File: src/rtl/regtag_pkg.sv
package regtag_pkg;
    localparam int FAULT_N         = 3;
    localparam int FAULT_BADOP_IDX = 0;
    localparam int FAULT_NODEV_IDX = 1;
    localparam int FAULT_FPERR_IDX = 2;
    typedef logic [FAULT_N-1:0] fault_vec_t;
endpackage

File: src/rtl/regtag_fault_arb.sv
module regtag_fault_arb
    import regtag_pkg::*;
(
    input  logic       req,
    input  logic       emulate,
    input  logic       switched,
    input  logic       fp_pending,
    output fault_vec_t fault
);
    always_comb begin
        fault = '0;
        if (req) begin
            if (emulate)
                fault[FAULT_BADOP_IDX] = 1'b1;
            else if (switched)
                fault[FAULT_NODEV_IDX] = 1'b1;
            else if (fp_pending)
                fault[FAULT_FPERR_IDX] = 1'b1;
        end
    end
endmodule

File: src/rtl/regtag_update.sv
module regtag_update #(
    parameter int NUM_REGS = 8,
    parameter int TAG_BITS = 2,
    localparam int TAG_W   = NUM_REGS * TAG_BITS
) (
    input  logic [TAG_W-1:0] cur_tag,
    input  logic             apply,
    input  logic             mark_empty,
    output logic [TAG_W-1:0] nxt_tag
);
    localparam logic [TAG_BITS-1:0] FIELD_EMPTY = '1;
    localparam logic [TAG_BITS-1:0] FIELD_VALID = '0;

    for (genvar g = 0; g < NUM_REGS; g++) begin : g_field
        always_comb begin
            if (!apply)
                nxt_tag[g*TAG_BITS +: TAG_BITS] = cur_tag[g*TAG_BITS +: TAG_BITS];
            else if (mark_empty)
                nxt_tag[g*TAG_BITS +: TAG_BITS] = FIELD_EMPTY;
            else
                nxt_tag[g*TAG_BITS +: TAG_BITS] = FIELD_VALID;
        end
    end
endmodule

File: src/rtl/regtag_ctrl.sv
module regtag_ctrl
    import regtag_pkg::*;
#(
    parameter int NUM_REGS = 8,
    parameter int TAG_BITS = 2,
    localparam int TAG_W   = NUM_REGS * TAG_BITS
) (
    input  logic             clk,
    input  logic             rst_n,
    input  logic             op_valid,
    input  logic             op_empty,
    input  logic             ctl_emulate,
    input  logic             ctl_switched,
    input  logic             fpu_fault_pending,
    output logic [TAG_W-1:0] tag_word,
    output logic [FAULT_N-1:0] fault_vec
);
    typedef struct packed {
        logic [TAG_W-1:0] tag;
        fault_vec_t       fault;
    } state_t;

    state_t           st_d, st_q;
    fault_vec_t       fault_d;
    logic [TAG_W-1:0] tag_d;
    logic             accept_d;

    regtag_fault_arb u_arb (
        .req        (op_valid),
        .emulate    (ctl_emulate),
        .switched   (ctl_switched),
        .fp_pending (fpu_fault_pending),
        .fault      (fault_d)
    );

    assign accept_d = op_valid && (fault_d == '0);

    regtag_update #(
        .NUM_REGS (NUM_REGS),
        .TAG_BITS (TAG_BITS)
    ) u_upd (
        .cur_tag    (st_q.tag),
        .apply      (accept_d),
        .mark_empty (op_empty),
        .nxt_tag    (tag_d)
    );

    always_comb begin
        st_d       = st_q;
        st_d.tag   = tag_d;
        st_d.fault = fault_d;
    end

    always_ff @(posedge clk) begin
        if (!rst_n) begin
            st_q.tag   <= '1;
            st_q.fault <= '0;
        end else begin
            st_q <= st_d;
        end
    end

    assign tag_word  = st_q.tag;
    assign fault_vec = st_q.fault;
endmodule

File: config.mk
export PLATFORM = sky130hd
export DESIGN_NAME = regtag_ctrl
export DESIGN_NICKNAME = d
export VERILOG_FILES = /design/src/rtl/regtag_pkg.sv /design/src/rtl/regtag_fault_arb.sv /design/src/rtl/regtag_update.sv /design/src/rtl/regtag_ctrl.sv
export SDC_FILE = /design/constraint.sdc
export NUM_CORES = 1
export LEC_CHECK = 0
export ABC_CLOCK_PERIOD_IN_PS = 940
export BUFFER_PORTS_ARGS = -buffer_cell sky130_fd_sc_hd__buf_4
export CAP_MARGIN = 20
export CORE_AREA = 3 3 40 42
export DETAILED_ROUTE_END_ITERATION = 8
export DIE_AREA = 0 0 43 45
export SETUP_SLACK_MARGIN = 0.3
export SLEW_MARGIN = 0
export SYNTH_ARGS = -nofsm -noshare
export SYNTH_HDL_FRONTEND = slang
export SYNTH_SLANG_ARGS = --single-unit
File: constraint.sdc
create_clock -name clk -period 0.94 [get_ports clk]
set_input_delay 0.047 -clock clk [delete_from_list [all_inputs] [get_ports clk]]
set_output_delay 0.047 -clock clk [all_outputs]
set_load 0.005 [all_outputs]
* Word level (Yosys, flattened, before mapping)
Index checks and enable logic that the tools add are counted.
Widths: inputs -> output; s select.
** Storage, ports and cells
- Register bits :: 19
- Input port bits :: 7
- Output and inout bits :: 19
- Word-level logic and storage cells :: 11
** Cells by class
- Muxes and demuxes :: 7
- Reductions and logical operators :: 2
** Operators by type and width (count)
- $mux 1 :: 4
- $mux 2 :: 2
- $logic_not 3->1 :: 1
- $mux 3 :: 1
- $logic_and 1x1->1 :: 1

* Longest topological paths before layout
Gate-level depths: netlist of the first run.
- Word-level depth :: 6
- Depth in mapped cells :: 2
- Depth with buffers taken out :: 2

* By module
Synthesis of the first run repeated with hierarchy kept, for this count alone.
** Unflattened totals
- Cell total of the unflattened synthesis :: 62
- Area total of the unflattened synthesis :: 808.3 um^2
** Modules (own cells, without submodules)
- regtag_ctrl :: instances 1, cells an instance 40, area an instance 525.5 um^2, seq. area each 380.4 um^2
- regtag_update :: instances 1, cells an instance 19, area an instance 254.0 um^2, seq. area each 0.0 um^2
- regtag_fault_arb :: instances 1, cells an instance 3, area an instance 28.8 um^2, seq. area each 0.0 um^2

* Worst setup path after synthesis of the first run
No wires, ideal clock.
- Path kind :: flip-flop to flip-flop
- Start :: register tag_word[14] (netlist name)
- End :: register st_q, in the netlist tag_word[14]
- Setup time :: 72 ps
- Data arrival time :: 753 ps
- Required time :: 868 ps
- Setup slack :: 115 ps
- Stages on the path, launching flop included :: 3
- Path buffers :: 0
- Clock period less this slack :: 825 ps
- Cells stage by stage :: dfxtp_1 -> nor2b_1 -> mux2i_1
** RTL lines
- end signal: assignment :: RTL line regtag_ctrl.sv:59 : st_q <= st_d;
- end: declaration :: RTL line regtag_ctrl.sv:23 : state_t st_d, st_q;

==> results of run 1 <==
## per-stage QoR
stage,setup slack (ns),utilization [%],cell area [um^2],hold slack (ns),instances
3_3_place_gp,0.203,27.7,355,0.242,52
6_report,0.0482,32.5,418,0.00213,58
4_1_cts,0.0655,29.7,382,0.00204,56
2_1_floorplan,0.281,-,262,0.123,27
5_1_grt,0.0258,32.5,418,0.00740,58
3_5_place_dp,0.190,27.7,355,0.243,52
## routing by layer
layer  global-route usage, %  vias to the layer above
li1                        -                      106
met1                    5.04                      101
met2                    8.38                       16
met3                    2.39                        0
met4                    3.61                        0
met5                       0                        -
## logic make-up (layout without fill, tap and decap cells)
group | count (synthesis) | in the layout | share of synthesized area [%]
flip-flops | 4 | 4 | 31.1
buffers and inverters | 15 | 31 | 43.7
multiplexers | 1 | 1 | 3.88
AND/OR/NAND/NOR | 7 | 7 | 21.4
## layout by cell type (no fill, tap or decap)
master	Yosys	final
buf_4	15	24
clkbuf_4	0	3
nor2b_1	2	2
dfxtp_1	4	2
buf_6	0	2
nor4b_2	1	1
mux2i_1	1	1
nand2_1	1	1
nor3b_1	1	1
and3_2	1	1
nor4b_1	1	1
clkbuf_1	0	1
dfxtp_2	0	1
buf_12	0	1
dfxtp_4	0	1
## worst min-delay path by stage
stage	end	startpoint	cells after the start	slack, ns
5_1_grt	fault_vec[2]	ctl_switched	2	0.007
6_report	fault_vec[2]	ctl_switched	2	0.002
4_1_cts	fault_vec[2]	ctl_switched	2	0.002
2_1_floorplan	fault_vec[2]	ctl_emulate	1	0.12
3_5_place_dp	fault_vec[2]	ctl_switched	2	0.24
3_3_place_gp	fault_vec[2]	ctl_switched	2	0.24
## state kept, by name (all words and copies together) (netlist names)
register   cells
tag_word       1
fault_vec      3
## final cells by class
class                      instances  area [um^2]  area share (%)
clock buffer                       4         26.3            6.29
multi-input combinational          8         65.1            15.6
sequential                         4         85.1            20.4
tap                               15         18.8            4.49
timing repair buffer              27          223            53.3
## worst max-delay path, stage by stage, from the launching register on
cell and delay, ns:
dfxtp_4 0.35, buf_6 0.13, buf_4 0.13
## where the power goes
part / switching (mW) / total, mW / internal [mW]
logic: 0.0249 / 0.0758 / 0.0509
registers: 0.00221 / 0.175 / 0.173
clock network: 0.0806 / 0.241 / 0.160
## what timing repair did
| item | 4_1_cts | 5_1_grt |
|---|---|---|
| setup buffers | 0 | 2 |
| gates resized for setup | 0 | 4 |
| setup endpoints to repair | 20 | 20 |
==> flow_summary.toml, run 1 <==
[timing]
rsz0062_at_grt = "true"
setup_viol = 0
hold_viol_final = 0
fmax_ghz = 1.12
fin_setup_tns_ns = 0
tightest_slew_ns = 0.245
fin_skew_ns = 0
finalMaxSlewViolations = 0
relSlewSlack_pct = 83.4
period_share_pct = 94.9
period_needed_ns = 0.892

[floorplan]
rows = 13
die_y_um = 45
io_pins = 26
start_util_pct = 20.1
die_w_um = 43
dieArea_mm2 = 0.00194
core_area_mm2 = 0.00128

[flow_run]
cap_viol_max_count = 0

[drt]
drt_wl_total_um = 545
wl_met1_um = 214
ant_nets = 0
vias = 223
top_layer = "met3"
drt-wirelength-per-cell_um = 9.40
viasPerCell = 3.84
drt_first_pass_iters = 2
drt_iter0_drc = 4
wl_met3_um = 68
route.detailed.drc = 0
met2_length_um = 263

[yosys]
yosys-top-cells-count = "buf_4 (15), dfxtp_1 (4), nor2b_1 (2)"
ys_async_sr_fraction_pct = 0
yosysTopAreaCell = "buf_4"
ys_seq_area_share_pct = 31.1
ys_types = 9
avgSynthCellArea_um2 = 9.55
synth_edf_count = 0
synth_area_leaders = "buf_4 (44%), dfxtp_1 (31%), nor4b_2 (5.8%), nor2b_1 (4.9%), mux2i_1 (3.9%)"
synth_ff_type = "dfxtp_1"
yosysWarningCount = 0
syn_area_um2 = 258
synth_seq_cells = 4
syn-instance-count = 27
yosysMostFrequentCell = "buf_4"
syn_nets = 34
yosysTopAreaCellShare_pct = 43.7

[worst_setup_path]
worstSetupEndpointType = "output pin"
critPathArrivalTime_ns = 0.84
worstSetupStartpointType = "register"
r2r_cells = 3
crit_start = "tag_word[14]"
r2r-end = "tag_word[14]"
reg2reg_slack_ns = 0.18
endpoint = "tag_word[11]"
cp_max_fo = 8
required_ns = 0.89
critical_path_class = "reg -> out"
r2r-start = "tag_word[14]"

[placement]
port_buffers = 25
hpwl_um = 397
place_congestion = 0.580

[power]
p_leak_nw = 0.194
irDropWorstVdd_v = 0.000546
finalPower_mw = 0.492
power.density_mw_per_mm2 = 1180

[finish]
diodes = 0
nets = 51
nFillCells = 142
drive_gt1_share_pct = 79.1
area_growth_pct = 62.1

[global_route]
grt_overflow = 0
grt_pass1_wl_um = 724
grt_pass1_vias = 181
grt_max_degree = 18
grt_usage_pct = 5.07
antenna_found_initial = 0

[clock_network]
clk_pin_slew_worst_paths_ns = 0.05
cts_tree = "done"
clock_path_buffers = 2
clockRootBuffer = "clkbuf_4"
cts.sinks = 4
cts_buffers = 3
clk_latency_ns = 0.24
cts_htree_levels = 1
cts_hold_buffers = 0

[hold_path]
min_path_type = "in -> reg"

[outcome]
outcome = "finished, final reports clean"
(Power assumes the default switching activity.)
==> run 2: changes to the inputs <==
--- a/config.mk
+++ b/config.mk
@@ -8,11 +8,13 @@
 export ABC_CLOCK_PERIOD_IN_PS = 940
 export BUFFER_PORTS_ARGS = -buffer_cell sky130_fd_sc_hd__buf_4
 export CAP_MARGIN = 20
-export CORE_AREA = 3 3 40 42
+export CORE_MARGIN = 3
+export CORE_UTILIZATION = 45
 export DETAILED_ROUTE_END_ITERATION = 8
-export DIE_AREA = 0 0 43 45
+export PLACE_DENSITY = 0.72
 export SETUP_SLACK_MARGIN = 0.3
 export SLEW_MARGIN = 0
 export SYNTH_ARGS = -nofsm -noshare
 export SYNTH_HDL_FRONTEND = slang
+export SYNTH_HIERARCHICAL = 1
 export SYNTH_SLANG_ARGS = --single-unit
==> run 2 against run 1 <==
Net effect:
- the run now ends with setup timing left
- first-iteration DRC count down 50%
- critical path type is now in -> reg
- critical path depth is 4 higher
- routed wire length rose to 2.6 times the previous value
- count of clock-buffer cells in the layout down 1
- global-route usage up 8.9 points
- clock skew unchanged
- die area is 21% higher
- combinational power rose to 5.1 times the previous value
- largest cell class is now multi-input combinational cells
- critical endpoint is now tag_word[3]
- highest routed layer is now met4
- flip-flop and latch count increased by 15
- largest power group is now sequential cells
==> flow_summary.toml, run 2 <==
[placement]
hpwl_um = 971
placedCellCount = 110
place_congestion = 0.630
dpl-instance-area_mm2 = 0.00102
port_buffers = 25

[yosys]
synth_seq_cells = 19
yosysWarningCount = 6
ys_seq_area_share_pct = 47.1
ys_types = 13
syn-instance-count = 62
ys_async_sr_fraction_pct = 0
syn_area_um2 = 808
yosysMostFrequentCell = "dfxtp_1"
yosysTopAreaCellShare_pct = 47.1
synth_area_leaders = "dfxtp_1 (47%), mux2_4 (19%), mux2_2 (8.4%), or2b_1 (7.4%), nand2b_1 (6.2%)"
synth_ff_type = "dfxtp_1"
syn_nets = 69
yosys-top-cells-count = "dfxtp_1 (19), mux2_4 (10), nand2b_1 (8), or2b_1 (8), mux2_2 (6)"
avgSynthCellArea_um2 = 13.0
synth_edf_count = 0
yosysTopAreaCell = "dfxtp_1"

[timing]
period_share_pct = 132
fin_skew_ns = 0
setup_viol = 16
tightest_slew_ns = 0.308
finalMaxSlewViolations = 0
relSlewSlack_pct = 79.5
rsz0062_at_grt = "true"
timing.final.ws_setup_ns = -0.302
fmax_ghz = 0.805
hold_viol_final = 0
period_needed_ns = 1.24

[worst_setup_path]
critical_path_class = "in -> reg"
worst-path-stages = 6
cp_max_fo = 8
critPathArrivalTime_ns = 1.43
worstSetupStartpointType = "input port"
cpMostUsedCell = "buf_6"
crit_path_top_delay_cell = "nor4b_4"
cp_num_buf_inv = 2
required_ns = 1.13
r2r_cells = 2
path_cells = "buf_6, and3b_2, nor4b_4, buf_6, mux2_4, or2b_1"
worstSetupEndpointType = "register"
cpPeakStageDelay_ns = 0.34
crit_family = "simple AND/OR/NAND/NOR gates"

[clock_network]
cts_buffers = 3
cts_hold_buffers = 0
cts_htree_levels = 1
cts.sinks = 19
clk_latency_ns = 0.29
clk_pin_slew_worst_paths_ns = 0.11
cts_setup_buffers = 0
clock_path_buffers = 2
clockRootBuffer = "clkbuf_4"
cts_tree = "done"

[finish]
finalInstanceArea_mm2 = 0.00123
final_common_cell = "buf_6"
drive_gt1_share_pct = 83.3
instances_no_fill = 114
nets = 98
largest_register_ffs = 16
finish.utilization_pct = 76.9
final_cell_mix = "buf_6 (21), dfxtp_2 (17), mux2_4 (15)"
diodes = 0
area_growth_pct = 51.7
nFillCells = 106

[drt]
vias = 529
viasPerCell = 4.64
route.detailed.drc = 0
drt_iter0_drc = 2
drt_first_pass_iters = 2
drt-wirelength-per-cell_um = 12.4
ant_nets = 0
drt_wl_total_mm = 1.42

[floorplan]
die_y_um = 48.4
io_pins = 26
core_area_mm2 = 0.00159
die_w_um = 48.4
start_util_pct = 50.7
dieArea_mm2 = 0.00234
rows = 14

[hold_path]
min_path_type = "in -> reg"
holdPathStages = 2

[global_route]
grt_pass1_wl_mm = 2.51
grt_pass1_vias = 535
grt_usage_pct = 14.0
grt_max_degree = 20
antenna_found_initial = 0
grt_overflow = 0

[power]
power.density_mw_per_mm2 = 1370
p_leak_nw = 0.583
finalPower_mw = 1.68
irDropWorstVdd_v = 0.00100

[outcome]
outcome = "finished, violations left"
violations = "setup timing"

[flow_run]
cap_viol_max_count = 0
run 2: cell types whose count changed in the layout (fill, tap and decap cells not counted), moves of 4 or more:
cell / before / now
and2_1: 0 / 4
buf_4: 24 / 7
buf_6: 2 / 21
dfxtp_2: 1 / 17
mux2_4: 0 / 15
nand2b_4: 0 / 8
or2b_1: 0 / 8
run 2: metal layers:
metal	track usage, %	wire (um)	up-vias	part of all wire, %
met5	0	0	-	0
met4	4.27	16	0	1.1
met3	5.83	84	2	5.9
met2	23.6	744	17	53
met1	16.0	572	249	40
li1	-	-	261	-
run 2: final timing paths:
path / startpoint / endpoint / slack (ns)
max: ctl_switched / tag_word[3] / -0.30
min: rst_n / tag_word[10] / 0.08
max reg2reg: tag_word[2] / tag_word[2] / 0.02
min reg2reg: tag_word[0] / tag_word[0] / 0.58
run 2: worst register-to-register path: cells and delay by family, from the launching register on:
kind | cells | cell delay, ns
flip-flops | 1 | 0.34
multiplexers | 1 | 0.26
AND/OR/NAND/NOR | 1 | 0.22
run 2: layout make-up:
class	count	area (um^2)	share of cell area (%)
repair buffers	28	289	23.6
flip-flops and latches	19	402	32.8
clock inverters	1	5.00	0.408
well taps	24	30.0	2.45
multi-input cells	39	478	39.0
clock buffers	3	22.5	1.84
run 2: timing repair:
action	4_1_cts	5_1_grt
endpoints found under the setup margin	35	35
gates resized for setup	42	9
hold endpoints to repair	0	0
pin swaps	2	0
run 2: stage by stage:
| stage | TNS [ns] | setup WS, ns | hold slack [ns] |
|---|---|---|---|
| 6_report | -4.08 | -0.302 | 0.0844 |
| 5_1_grt | -4.40 | -0.347 | 0.0629 |
| 3_5_place_dp | -9.00 | -0.621 | 0.331 |
| 3_3_place_gp | -8.62 | -0.588 | 0.331 |
| 2_1_floorplan | -6.49 | -0.487 | 0.120 |
| 4_1_cts | -3.71 | -0.275 | 0.0649 |
run 2: logic make-up after synthesis:
logic type	after synthesis	synth area share, %
and+or+nand+nor	23	20.6
muxes	16	26.9
buffers and inverters	4	5.42
DFF	19	47.1
run 2: power by group:
group          switching [mW]  total (mW)  internal (mW)
registers              0.0319       0.892          0.860
clock network           0.242       0.400          0.158
logic                   0.113       0.385          0.273
total                   0.386        1.68           1.29
